===== src/rtl/bcm_pkg.sv =====
package bcm_pkg;
    typedef enum logic [1:0] {MON_HUNT, MON_MEASURE, MON_TRACK} mon_state_t;
    typedef enum logic {FRM_SEARCH, FRM_LOCKED} frm_state_t;
    typedef enum logic [1:0] {GATE_OPEN, GATE_AWAIT_BOUND, GATE_CLEAN_RUN} gate_state_t;

    localparam int NSRC      = 4;
    localparam int SRC_ERR_A = 0;
    localparam int SRC_ERR_B = 1;
    localparam int SRC_PLL   = 2;
    localparam int SRC_FRAME = 3;

    localparam logic [1:0] ADDR_LATCH = 2'd0;
    localparam logic [1:0] ADDR_MASK  = 2'd1;
    localparam logic [1:0] ADDR_CTRL  = 2'd2;

    localparam int CTRL_W    = 3;
    localparam int CTRL_POL  = 0;
    localparam int CTRL_OD   = 1;
    localparam int CTRL_GATE = 2;
endpackage


===== src/rtl/bcm_bus_mon.sv =====
module bcm_bus_mon
    import bcm_pkg::*;
#(
    parameter int CNT_W       = 6,
    parameter int TOL         = 4,
    parameter int FRAME_LEN   = 1024,
    parameter int SYNC_STAGES = 2
) (
    input  logic clk,
    input  logic rst,
    input  logic bclk_in,
    input  logic frame_n_in,
    output logic err_o,
    output logic bound_o
);
    localparam int SLOT_W = $clog2(FRAME_LEN);
    localparam int EXT_W  = CNT_W + 1;
    localparam logic [SLOT_W-1:0] LAST_SLOT = SLOT_W'(FRAME_LEN - 1);
    localparam logic [EXT_W-1:0]  TOL_X     = EXT_W'(TOL);

    logic [SYNC_STAGES-1:0] clk_sync, frm_sync;
    logic                   clk_prev;
    mon_state_t             mon_q, mon_d;
    frm_state_t             frm_q, frm_d;
    logic [CNT_W-1:0]       cnt_q, cnt_d, per_q, per_d;
    logic [SLOT_W-1:0]      slot_q, slot_d;
    logic                   err_q, err_d, bnd_q, bnd_d;
    logic                   rise, frame_low, timeout, edge_err, frm_err;
    logic [EXT_W-1:0]       interval, per_x;

    assign rise      = clk_sync[SYNC_STAGES-1] & ~clk_prev;
    assign frame_low = ~frm_sync[SYNC_STAGES-1];
    assign interval  = {1'b0, cnt_q} + EXT_W'(1);
    assign per_x     = {1'b0, per_q};
    assign timeout   = (mon_q == MON_TRACK) && !rise && (interval == per_x + TOL_X + EXT_W'(1));

    // next state
    always_comb begin
        mon_d    = mon_q;
        frm_d    = frm_q;
        per_d    = per_q;
        slot_d   = slot_q;
        cnt_d    = (&cnt_q) ? cnt_q : cnt_q + 1'b1;
        edge_err = 1'b0;
        frm_err  = 1'b0;
        bnd_d    = 1'b0;
        unique case (mon_q)
            MON_HUNT: if (rise) begin
                mon_d = MON_MEASURE;
                cnt_d = '0;
            end
            MON_MEASURE: if (rise) begin
                mon_d = MON_TRACK;
                per_d = interval[CNT_W] ? '1 : interval[CNT_W-1:0];
                cnt_d = '0;
            end
            MON_TRACK: if (rise) begin
                per_d    = interval[CNT_W] ? '1 : interval[CNT_W-1:0];
                cnt_d    = '0;
                edge_err = ((interval + TOL_X) < per_x) || (interval > per_x + TOL_X);
            end else if (timeout) begin
                edge_err = 1'b1;
                mon_d    = MON_HUNT;
            end
            default: mon_d = MON_HUNT;
        endcase
        if (timeout) begin
            frm_d = FRM_SEARCH;
        end else if (rise) begin
            unique case (frm_q)
                FRM_SEARCH: if (frame_low) begin
                    frm_d  = FRM_LOCKED;
                    slot_d = '0;
                    bnd_d  = !edge_err;
                end
                FRM_LOCKED: if (slot_q == LAST_SLOT) begin
                    if (frame_low) begin
                        slot_d = '0;
                        bnd_d  = !edge_err;
                    end else begin
                        frm_err = 1'b1;
                        frm_d   = FRM_SEARCH;
                    end
                end else if (frame_low) begin
                    frm_err = 1'b1;
                    slot_d  = '0;
                end else begin
                    slot_d = slot_q + 1'b1;
                end
                default: frm_d = FRM_SEARCH;
            endcase
        end
        err_d = edge_err | frm_err;
    end

    // state register
    always_ff @(posedge clk) begin
        if (rst) begin
            clk_sync <= '0;
            frm_sync <= '1;
            clk_prev <= 1'b0;
            mon_q    <= MON_HUNT;
            frm_q    <= FRM_SEARCH;
            cnt_q    <= '0;
            per_q    <= '0;
            slot_q   <= '0;
            err_q    <= 1'b0;
            bnd_q    <= 1'b0;
        end else begin
            clk_sync <= {clk_sync[SYNC_STAGES-2:0], bclk_in};
            frm_sync <= {frm_sync[SYNC_STAGES-2:0], frame_n_in};
            clk_prev <= clk_sync[SYNC_STAGES-1];
            mon_q    <= mon_d;
            frm_q    <= frm_d;
            cnt_q    <= cnt_d;
            per_q    <= per_d;
            slot_q   <= slot_d;
            err_q    <= err_d;
            bnd_q    <= bnd_d;
        end
    end

    assign err_o   = err_q;
    assign bound_o = bnd_q;

    // a boundary is never reported together with an error
    a_r5_bound_clean: assert property (@(posedge clk) disable iff (rst) !(err_q && bnd_q));
    // a timeout always forces re-acquisition of the clock
    a_r2_timeout_rehunt: assert property (@(posedge clk) disable iff (rst)
        (mon_q == MON_TRACK && !rise && interval == per_x + TOL_X + EXT_W'(1)) |=> (mon_q == MON_HUNT && err_q));
endmodule


===== src/rtl/bcm_irq_regs.sv =====
module bcm_irq_regs
    import bcm_pkg::*;
#(
    parameter int DATA_W = 8
) (
    input  logic              clk,
    input  logic              rst,
    input  logic [NSRC-1:0]   events,
    input  logic              reg_wr,
    input  logic [1:0]        reg_addr,
    input  logic [DATA_W-1:0] reg_wdata,
    output logic [DATA_W-1:0] reg_rdata,
    output logic              gate_en,
    output logic              irq_o,
    output logic              irq_oe
);
    logic [NSRC-1:0]   lat_q, mask_q, clr;
    logic [CTRL_W-1:0] ctrl_q;
    logic              active, pol;

    assign clr = (reg_wr && reg_addr == ADDR_LATCH) ? reg_wdata[NSRC-1:0] : '0;

    always_ff @(posedge clk) begin
        if (rst) begin
            lat_q  <= '0;
            mask_q <= '1;
            ctrl_q <= '0;
        end else begin
            lat_q <= (lat_q & ~clr) | events;
            if (reg_wr && reg_addr == ADDR_MASK) mask_q <= reg_wdata[NSRC-1:0];
            if (reg_wr && reg_addr == ADDR_CTRL) ctrl_q <= reg_wdata[CTRL_W-1:0];
        end
    end

    always_comb begin
        active  = |(lat_q & ~mask_q);
        pol     = ctrl_q[CTRL_POL];
        gate_en = ctrl_q[CTRL_GATE];
        if (ctrl_q[CTRL_OD]) begin
            irq_oe = active;
            irq_o  = pol;
        end else begin
            irq_oe = 1'b1;
            irq_o  = active ? pol : ~pol;
        end
        case (reg_addr)
            ADDR_LATCH: reg_rdata = DATA_W'(lat_q);
            ADDR_MASK:  reg_rdata = DATA_W'(mask_q);
            ADDR_CTRL:  reg_rdata = DATA_W'(ctrl_q);
            default:    reg_rdata = '0;
        endcase
    end

    for (genvar i = 0; i < NSRC; i++) begin : g_chk
        // an event always leaves its latch set, even against a clear
        a_r6_event_sets: assert property (@(posedge clk) disable iff (rst) events[i] |=> lat_q[i]);
        // without a clear a set latch holds
        a_r6_latch_holds: assert property (@(posedge clk) disable iff (rst) (lat_q[i] && !clr[i]) |=> lat_q[i]);
    end
endmodule


===== src/rtl/bcm_data_gate.sv =====
module bcm_data_gate
    import bcm_pkg::*;
(
    input  logic clk,
    input  logic rst,
    input  logic gate_en,
    input  logic bus_err,
    input  logic bound,
    output logic data_oe
);
    gate_state_t st_q, st_d;

    always_comb begin
        st_d = st_q;
        if (!gate_en) begin
            st_d = GATE_OPEN;
        end else begin
            unique case (st_q)
                GATE_OPEN:        if (bus_err) st_d = GATE_AWAIT_BOUND;
                GATE_AWAIT_BOUND: if (!bus_err && bound) st_d = GATE_CLEAN_RUN;
                GATE_CLEAN_RUN:   if (bus_err) st_d = GATE_AWAIT_BOUND;
                                  else if (bound) st_d = GATE_OPEN;
                default:          st_d = GATE_AWAIT_BOUND;
            endcase
        end
    end

    always_ff @(posedge clk) begin
        if (rst) st_q <= GATE_OPEN;
        else     st_q <= st_d;
    end

    always_comb data_oe = (st_q == GATE_OPEN);

    // an error with gating on blanks the outputs
    a_r10_err_blanks: assert property (@(posedge clk) disable iff (rst) (gate_en && bus_err) |=> !data_oe);
    // gating off keeps the outputs enabled
    a_r10_off_open: assert property (@(posedge clk) disable iff (rst) !gate_en |=> data_oe);
    // with gating on, release happens only on a frame boundary
    a_r10_release_on_bound: assert property (@(posedge clk) disable iff (rst)
        ($rose(data_oe) && $past(gate_en)) |-> $past(bound));
endmodule


===== src/rtl/busclk_monitor.sv =====
module busclk_monitor
    import bcm_pkg::*;
#(
    parameter int CNT_W       = 6,
    parameter int TOL         = 4,
    parameter int FRAME_LEN   = 1024,
    parameter int SYNC_STAGES = 2,
    parameter int DATA_W      = 8
) (
    input  logic              clk,
    input  logic              rst,
    input  logic              bclk_a,
    input  logic              frame_a_n,
    input  logic              bclk_b,
    input  logic              frame_b_n,
    input  logic              pll_err,
    input  logic              reg_wr,
    input  logic [1:0]        reg_addr,
    input  logic [DATA_W-1:0] reg_wdata,
    output logic [DATA_W-1:0] reg_rdata,
    output logic              irq_o,
    output logic              irq_oe,
    output logic              data_oe
);
    localparam int NBUS = 2;

    logic [NBUS-1:0] bclk_v, frame_v, bus_err, bus_bnd;
    logic [NSRC-1:0] events;
    logic            gate_en;

    assign bclk_v  = {bclk_b, bclk_a};
    assign frame_v = {frame_b_n, frame_a_n};

    for (genvar b = 0; b < NBUS; b++) begin : g_bus
        bcm_bus_mon #(
            .CNT_W(CNT_W), .TOL(TOL), .FRAME_LEN(FRAME_LEN), .SYNC_STAGES(SYNC_STAGES)
        ) u_mon (
            .clk(clk), .rst(rst), .bclk_in(bclk_v[b]), .frame_n_in(frame_v[b]),
            .err_o(bus_err[b]), .bound_o(bus_bnd[b])
        );
    end

    always_comb begin
        events            = '0;
        events[SRC_ERR_A] = bus_err[0];
        events[SRC_ERR_B] = bus_err[1];
        events[SRC_PLL]   = pll_err;
        events[SRC_FRAME] = bus_bnd[0];
    end

    bcm_irq_regs #(.DATA_W(DATA_W)) u_regs (
        .clk(clk), .rst(rst), .events(events), .reg_wr(reg_wr), .reg_addr(reg_addr),
        .reg_wdata(reg_wdata), .reg_rdata(reg_rdata), .gate_en(gate_en),
        .irq_o(irq_o), .irq_oe(irq_oe)
    );

    bcm_data_gate u_gate (
        .clk(clk), .rst(rst), .gate_en(gate_en), .bus_err(|bus_err),
        .bound(bus_bnd[0]), .data_oe(data_oe)
    );
endmodule


===== config.mk =====
export PLATFORM = sky130hd
export DESIGN_NAME = busclk_monitor
export DESIGN_NICKNAME = d
export VERILOG_FILES = /design/src/rtl/bcm_pkg.sv /design/src/rtl/bcm_bus_mon.sv /design/src/rtl/bcm_irq_regs.sv /design/src/rtl/bcm_data_gate.sv /design/src/rtl/busclk_monitor.sv
export SDC_FILE = /design/constraint.sdc
export NUM_CORES = 1
export LEC_CHECK = 0
export BUFFER_PORTS_ARGS = -buffer_cell sky130_fd_sc_hd__buf_2
export CAP_MARGIN = 20
export CORE_UTILIZATION = 55
export DETAILED_ROUTE_END_ITERATION = 8
export PLACE_DENSITY_LB_ADDON = 0.12
export SETUP_SLACK_MARGIN = 0.02
export SLEW_MARGIN = 20
export SYNTH_ARGS = -nofsm -noshare
export SYNTH_HDL_FRONTEND = slang
export SYNTH_SLANG_ARGS = --single-unit
export TNS_END_PERCENT = 50

===== constraint.sdc =====
create_clock -name clk -period 2.2 [get_ports clk]
set_clock_uncertainty 0.05 [all_clocks]
set_input_delay 0.22 -clock clk [delete_from_list [all_inputs] [get_ports clk]]
set_output_delay 0.22 -clock clk [all_outputs]
set_load 0.1 [all_outputs]

=== After elaboration in Yosys (flattened, before gate mapping) ===
Index checks and enable logic that the tools add are counted.
Widths: inputs -> output; s select.

* Eq/ne operators: 23
* Add/subtract/negate cells: 12
* Bitwise gates (word level): 18
* Muxes and demuxes: 61
* Reduce and logical (&&, ||, !) cells: 37
* $lt $le $gt $ge: 4

{| class="wikitable"
|+ Operator list
! operator !! count
|-
| $mux 10 || 6
|-
| $mux 6 || 8
|-
| $pmux 10 s2 || 2
|-
| $mux 1 || 25
|-
| $mux 2 || 12
|-
| $add 10x1->10 const B || 2
|-
| $eq 10x10->1 const B || 2
|-
| $pmux 2 s3 || 3
|-
| $ne 2x1->1 const B || 8
|-
| $add 6x1->7 const B || 2
|-
| $add 6x3->7 const B || 2
|-
| $add 7x1->7 const B || 2
|-
| $add 7x3->7 const B || 2
|-
| $eq 7x7->1 || 2
|-
| $gt 7x7->1 || 2
|-
| $lt 7x6->1 || 2
|-
| $add 6x1->6 const B || 2
|-
| $pmux 4 s3 || 1
|-
| $reduce_and 6->1 || 2
|-
| $reduce_or 2->1 || 6
|-
| $not 1->1 || 9
|-
| $reduce_or 3->1 || 3
|-
| $and 4x4->4 || 2
|-
| $eq 2x1->1 const B || 4
|-
| other kinds (17) || 44
|}

* Input bits: 18
* Output and inout port bits: 11
* Word-level logic and storage cells: 178
* Bits in registers: 76

=== Depth between registers and ports, before layout ===
* Word-level depth: 12
* Depth in mapped cells: 10
* Depth with buffers taken out: 10

=== Cells and area by module ===
A second synthesis with hierarchy kept.

* Cells, all modules: 540
* Area, all modules: 4626.9 µm²

{| class="wikitable"
|+ By module, submodules not included
! module !! cells an instance !! instances !! seq. area each (µm²) !! area each (µm²)
|-
| bcm_bus_mon || 230 || 2 || 640.6 || 1976.9
|-
| bcm_irq_regs || 69 || 1 || 220.2 || 570.5
|-
| bcm_data_gate || 10 || 1 || 40.0 || 96.3
|-
| busclk_monitor || 1 || 1 || 0.0 || 6.3
|}

=== Least setup slack after synthesis ===
No wires, ideal clock.

* Path type: input to output
* Start: input port reg_addr[1]
* End: output port reg_rdata[0]
* Slack: -0.760 ns
* Buffers on the path: 1
* Data arrival time: 2.690 ns
* Data required time: 1.930 ns
* Stages: 3
* Cell sequence: clkbuf_1 > mux2i_1 > o21ai_0

* Longest elaborated chain between the ends: 2
* Elaborated cells on any way between the ends: 4
* Classes of those cells: 2 x eq/ne; 1 x mux; 1 x reduce/logical

{| class="wikitable"
|+ Ends and longest elaborated chain
! what !! line !! text
|-
| start, declared || busclk_monitor.sv:18 || <nowiki>input logic [1:0] reg_addr,</nowiki>
|-
| $eq 2x2->1 (tied with other cells) || bcm_irq_regs.sv:46 || <nowiki>case (reg_addr)</nowiki>
|-
| $pmux 4 s3 * || bcm_irq_regs.sv:46 ||
|-
| end, declared || busclk_monitor.sv:20 || <nowiki>output logic [DATA_W-1:0] reg_rdata,</nowiki>
|}

Mark *: on every way between the ends. The rest lies on a longest branch, timed or not.

=== Worst setup path after layout ===
* Start: register g_bus[0].u_mon.cnt_q[1]
* End: register g_bus[0].u_mon.bnd_q

* Longest elaborated chain between the ends: 10
* Elaborated cells on any way between the ends: 15
* Classes of those cells: 2 x add/sub; 2 x order compare; 1 x eq/ne; 6 x mux; 4 x reduce/logical

{| class="wikitable"
|+ Ends and longest elaborated chain
! what !! line !! text
|-
| start, declared || bcm_bus_mon.sv:25 || <nowiki>logic [CNT_W-1:0] cnt_q, cnt_d, per_q, per_d;</nowiki>
|-
| start signal, assigned || bcm_bus_mon.sv:115 || <nowiki>cnt_q <= cnt_d;</nowiki>
|-
| $add 6x1->7 * || bcm_bus_mon.sv:33 || <nowiki>assign interval = {1'b0, cnt_q} + EXT_W'(1);</nowiki>
|-
| $add 7x3->7 / $eq 7x7->1 (equally long branches) || bcm_bus_mon.sv:60, bcm_bus_mon.sv:35 ||
|-
| $lt 7x6->1 / $logic_and 1x1->1 (equally long branches) || bcm_bus_mon.sv:60, bcm_bus_mon.sv:35 ||
|-
| $logic_or 1x1->1 / $mux 1 (equally long branches) || bcm_bus_mon.sv:60, bcm_bus_mon.sv:61 ||
|-
| $mux 1 || bcm_bus_mon.sv:57 || <nowiki>MON_TRACK: if (rise) begin</nowiki>
|-
| $mux 1 || bcm_bus_mon.sv:47 || <nowiki>unique case (mon_q)</nowiki>
|-
| $logic_not 1->1 || bcm_bus_mon.sv:74, bcm_bus_mon.sv:79 ||
|-
| $mux 1 || bcm_bus_mon.sv:71, bcm_bus_mon.sv:77 ||
|-
| $mux 1 || bcm_bus_mon.sv:76 || <nowiki>FRM_LOCKED: if (slot_q == LAST_SLOT) begin</nowiki>
|-
| $pmux 1 s2 || bcm_bus_mon.sv:70 || <nowiki>unique case (frm_q)</nowiki>
|-
| end signal, assigned || bcm_bus_mon.sv:119 || <nowiki>bnd_q <= bnd_d;</nowiki>
|-
| end, declared || bcm_bus_mon.sv:27 || <nowiki>logic err_q, err_d, bnd_q, bnd_d;</nowiki>
|}

Marks and branches as above.
A chain may end at the register's enable or synchronous reset.

==> metrics.json <==
{
  "status": {"value": "complete, but fails checks"},
  "failing_checks": {"value": "setup timing"},
  "power.sequential.fraction": {"value": 45.2, "unit": "%"},
  "slew_viol_final": {"value": 0},
  "clock_tree_from_tritoncts": {"value": "yes"},
  "initial_utilization": {"value": 58.1, "unit": "%"},
  "synth_enable_flop_cells": {"value": 0},
  "die_y": {"value": 93.3, "unit": "um"},
  "cap_violations": {"value": 0},
  "gp_routability_congestion": {"value": 0.858},
  "syn2layout_area_growth": {"value": 24.7, "unit": "%"},
  "number_of_global_route_vias_before_repair": {"value": 3598},
  "grt_max_degree": {"value": 28},
  "layout.cells.most_common": {"value": "nor2_1"},
  "worst_slew_pin_slew": {"value": 0.568, "unit": "ns"},
  "io-pin-count": {"value": 29},
  "globalRouteOverflowTotal": {"value": 0},
  "setup_viol_count_final": {"value": 7},
  "worst-r2r-setup-slack": {"value": -0.1, "unit": "ns"},
  "avgSynthCellArea": {"value": 8.60, "unit": "um2"},
  "first_iter_violations": {"value": 121},
  "global_route.peak_usage_layer": {"value": "met2"},
  "netSwitchingFraction": {"value": 30.4, "unit": "%"},
  "worst_r2r_startpoint": {"value": "g_bus[0].u_mon.cnt_q[1]$_SDFF_PP0_"},
  "setup_total_negative_slack": {"value": -0.517, "unit": "ns"},
  "power.leakage": {"value": 0.00237, "unit": "uW"},
  "max-slew-margin-rel": {"value": 62.1, "unit": "%"},
  "via_count": {"value": 3822},
  "ys_seq_elements": {"value": 76},
  "cp.required": {"value": 2.36, "unit": "ns"},
  "synthesis.yosys.warnings": {"value": 0},
  "antenna_cells_inserted": {"value": 0},
  "post-dp-hpwl": {"value": 7310, "unit": "um"},
  "pre_cts_slack": {"value": -0.204, "unit": "ns"},
  "grtUsageMet1": {"value": 30.0, "unit": "%"},
  "final_antenna_net_count": {"value": 0},
  "rr_worst_depth": {"value": 8},
  "yosys.cell_types.count": {"value": 54},
  "power.density": {"value": 579, "unit": "nW/um2"},
  "totalWireLength": {"value": 9940, "unit": "um"},
  "min_delay_path_depth": {"value": 2},
  "dieWidth": {"value": 93.3, "unit": "um"},
  "clk_transition_reported_paths": {"value": 0.08, "unit": "ns"},
  "clock.fmax": {"value": 436, "unit": "MHz"},
  "final_hold_vios": {"value": 0},
  "period_minus_slack": {"value": 2.30, "unit": "ns"},
  "unrepaired_setup_endpoints_after_global_routing": {"value": "true"},
  "filler_instances": {"value": 607},
  "worstSetupEndpoint": {"value": "g_bus[0].u_mon.bound_o$_SDFF_PP0_"},
  "vdd.ir_drop.worst": {"value": 0.454, "unit": "mV"},
  "combinationalPowerShare": {"value": 23.5, "unit": "%"},
  "layout.cells.most_common_list": {"value": "nor2_1 (76), dfxtp_1 (65), buf_4 (53), ha_1 (35), inv_1 (30)"},
  "drive_gt1_share": {"value": 25.5, "unit": "%"},
  "syn-instance-count": {"value": 533},
  "finish.net_count": {"value": 665},
  "buffer_ports.inserted": {"value": 20},
  "syn_area": {"value": 4580, "unit": "um2"},
  "critical_path_arrival": {"value": 2.46, "unit": "ns"},
  "setup_slack": {"value": -0.0957, "unit": "ns"},
  "cts_sinks": {"value": 76},
  "route.detailed.wl_per_inst": {"value": 14.0, "unit": "um"},
  "met2_track_demand_over_resource": {"value": 40.4, "unit": "%"},
  "ys.flop_type": {"value": "dfxtp_1"},
  "synth-async-reset-ratio": {"value": 0, "unit": "%"},
  "timing.setup.critical_path_class": {"value": "reg2reg"},
  "dr.pass1.iters": {"value": 5},
  "coreArea": {"value": 7890, "unit": "um2"},
  "tritoncts.num_buffers": {"value": 9},
  "grt_pass1_wl": {"value": 16200, "unit": "um"},
  "cts_htree_levels": {"value": 3},
  "detail_route.drc_violations": {"value": 0},
  "period_share": {"value": 104, "unit": "%"},
  "critical_path.startpoint_type": {"value": "flop"},
  "dieArea": {"value": 8700, "unit": "um2"},
  "number_of_antenna_violations_at_the_first_check_in_global_routing": {"value": 0},
  "worst_setup_path_end_kind": {"value": "flop"},
  "cp-startpoint": {"value": "g_bus[0].u_mon.cnt_q[1]$_SDFF_PP0_"},
  "yosysSeqAreaShare": {"value": 33.2, "unit": "%"},
  "power.switching": {"value": 1010, "unit": "uW"},
  "floorplan.rows": {"value": 32},
  "hold_class": {"value": "in2reg"},
  "viasPerCell": {"value": 5.39},
  "internal_power": {"value": 2300, "unit": "uW"},
  "timing.critical_path.fanout_max": {"value": 3},
  "grt_util_met3": {"value": 3.74, "unit": "%"},
  "gr-usage-all-layers": {"value": 23.6, "unit": "%"},
  "reg_to_reg_endpoint": {"value": "g_bus[0].u_mon.bound_o$_SDFF_PP0_"},
  "clockPowerShare": {"value": 31.4, "unit": "%"},
  "clk_latency": {"value": 0.35, "unit": "ns"},
  "clk_path_buf_depth": {"value": 2},
  "cts.root.buffer_cell": {"value": "clkbuf_8"}
}
per-layer routing:
| metal | vias up | routed length [um] |
|---|---|---|
| met5 | - | 0 |
| met3 | 14 | 274 |
| met1 | 1792 | 4600 |
| met2 | 50 | 4920 |
| li1 | 1966 | - |
| met4 | 0 | 146 |
kinds of logic after synthesis:
logic type      after synthesis  synth area share, %
xor+xnor                     53                 11.8
other cells                   1               0.0818
mux                          11                 2.40
fa+ha+maj                    44                 12.0
flops                        76                 33.2
buf+inv                      50                 4.45
simple gates                213                 23.1
compound gates               85                 12.9
registers in the layout, indices dropped and copies added (netlist names):
| register | flops |
|---|---|
| g_bus.u_mon.clk_sync | 4 |
| u_gate.st_q | 2 |
| g_bus.u_mon.cnt_q | 12 |
| g_bus.u_mon.bound_o | 1 |
| u_regs.ctrl_q | 3 |
| g_bus.u_mon.mon_q | 4 |
| g_bus.u_mon.clk_prev | 2 |
| g_bus.u_mon.frm_q | 2 |
| g_bus.u_mon.slot_q | 20 |
| g_bus.u_mon.frm_sync | 4 |
| u_regs.mask_q | 4 |
| u_regs.lat_q | 4 |
| g_bus.u_mon.err_o | 2 |
| g_bus.u_mon.per_q | 12 |
power groups by stage:
stage	Combinational (uW)	Sequential, uW	Clock, uW
2_1_floorplan	527	1510	0
3_3_place_gp	689	1520	0
3_5_place_dp	707	1520	0
4_1_cts	735	1490	1060
5_1_grt	852	1500	1130
6_report	776	1490	1040
Yosys cell counts (all sizes together) (2+ instances only):
cell type  instances  share of area [%]
nand3b             6               0.98
and3               8                1.1
o22ai              2               0.27
o21bai             2               0.33
xnor3              4                2.0
o21ai             17                1.9
inv               30                2.5
nor3              15                1.6
o31a               2               0.38
a311o              2               0.44
and2               7               0.96
nor3b              5               0.82
nand2b             6               0.82
clkbuf            15                1.2
o41ai              2               0.79
nor2              76                6.2
or3                2               0.27
dfxtp             76                 33
a21o               2               0.33
a211o              2               0.38
xor2              17                3.2
buf                5               0.76
nand3             27                3.1
or2                8                1.1
nand4              5               0.68
a211oi            14                2.3
xnor2             31                6.1
nor2b             17                2.3
mux2i             11                2.4
a221oi             2               0.38
a21oi             16                1.7
o21a               5               0.82
nor4               3               0.41
a31oi              4               0.55
a311oi             2               0.38
ha                44                 12
a21boi             4               0.66
nand2             25                2.0
o211ai             3               0.49
final cells by class:
| cell class | count | area [um2] | share of cell area, % |
|---|---|---|---|
| Timing Repair Buffer | 76 | 546 | 9.54 |
| Clock buffer | 9 | 124 | 2.17 |
| Clock inverter | 6 | 65.1 | 1.14 |
| Multi-Input combinational cell | 410 | 3200 | 55.9 |
| Sequential cell | 76 | 1550 | 27.1 |
| Tap cell | 102 | 128 | 2.23 |
| Inverter | 30 | 113 | 1.97 |
stage by stage:
stage               hold WS, ns  std cells  total power [uW]  instance area (um2)  util [%]
finish                   0.0195        709              3310                 5720      72.5
global route            0.00473        709              3480                 5720      72.5
CTS                      0.0116        706              3290                 5520      70.0
detailed placement        0.349        690              2230                 5200      65.9
global placement          0.353        690              2200                 5200      65.9
floorplan                 0.274        536              2040                 4650         -
timing repair:
action | CTS | global route
gates cloned | 0 | 0
resized for setup | 26 | 31
pin swaps | 9 | 12
hold endpoints to repair | 1 | 0
hold buffers | 1 | 0
setup buffers | 0 | 3
setup endpoints to repair | 8 | 11
worst min path at each step:
stage                                                     start                                    end  slack [ns]
after global placement                                frame_a_n  g_bus[0].u_mon.frm_sync[0]$_SDFF_PP1_        0.35
after floorplan                                       frame_a_n  g_bus[0].u_mon.frm_sync[0]$_SDFF_PP1_        0.27
after global routing                                  frame_b_n  g_bus[1].u_mon.frm_sync[0]$_SDFF_PP1_       0.005
after detailed placement  g_bus[1].u_mon.frm_sync[0]$_SDFF_PP1_  g_bus[1].u_mon.frm_sync[1]$_SDFF_PP1_        0.35
after CTS                                             frame_b_n  g_bus[1].u_mon.frm_sync[0]$_SDFF_PP1_        0.01
final                                                 frame_b_n  g_bus[1].u_mon.frm_sync[0]$_SDFF_PP1_        0.02
critical path: stages, from the launching register on:
cell	delay (ns)
dfxtp_2	0.34
ha_4	0.16
and3_4	0.19
xnor3_1	0.34
or3_1	0.35
mux2i_1	0.16
o211ai_1	0.20
buf_4	0.21
nor4bb_2	0.16
Power figures use the tool's default switching activity.
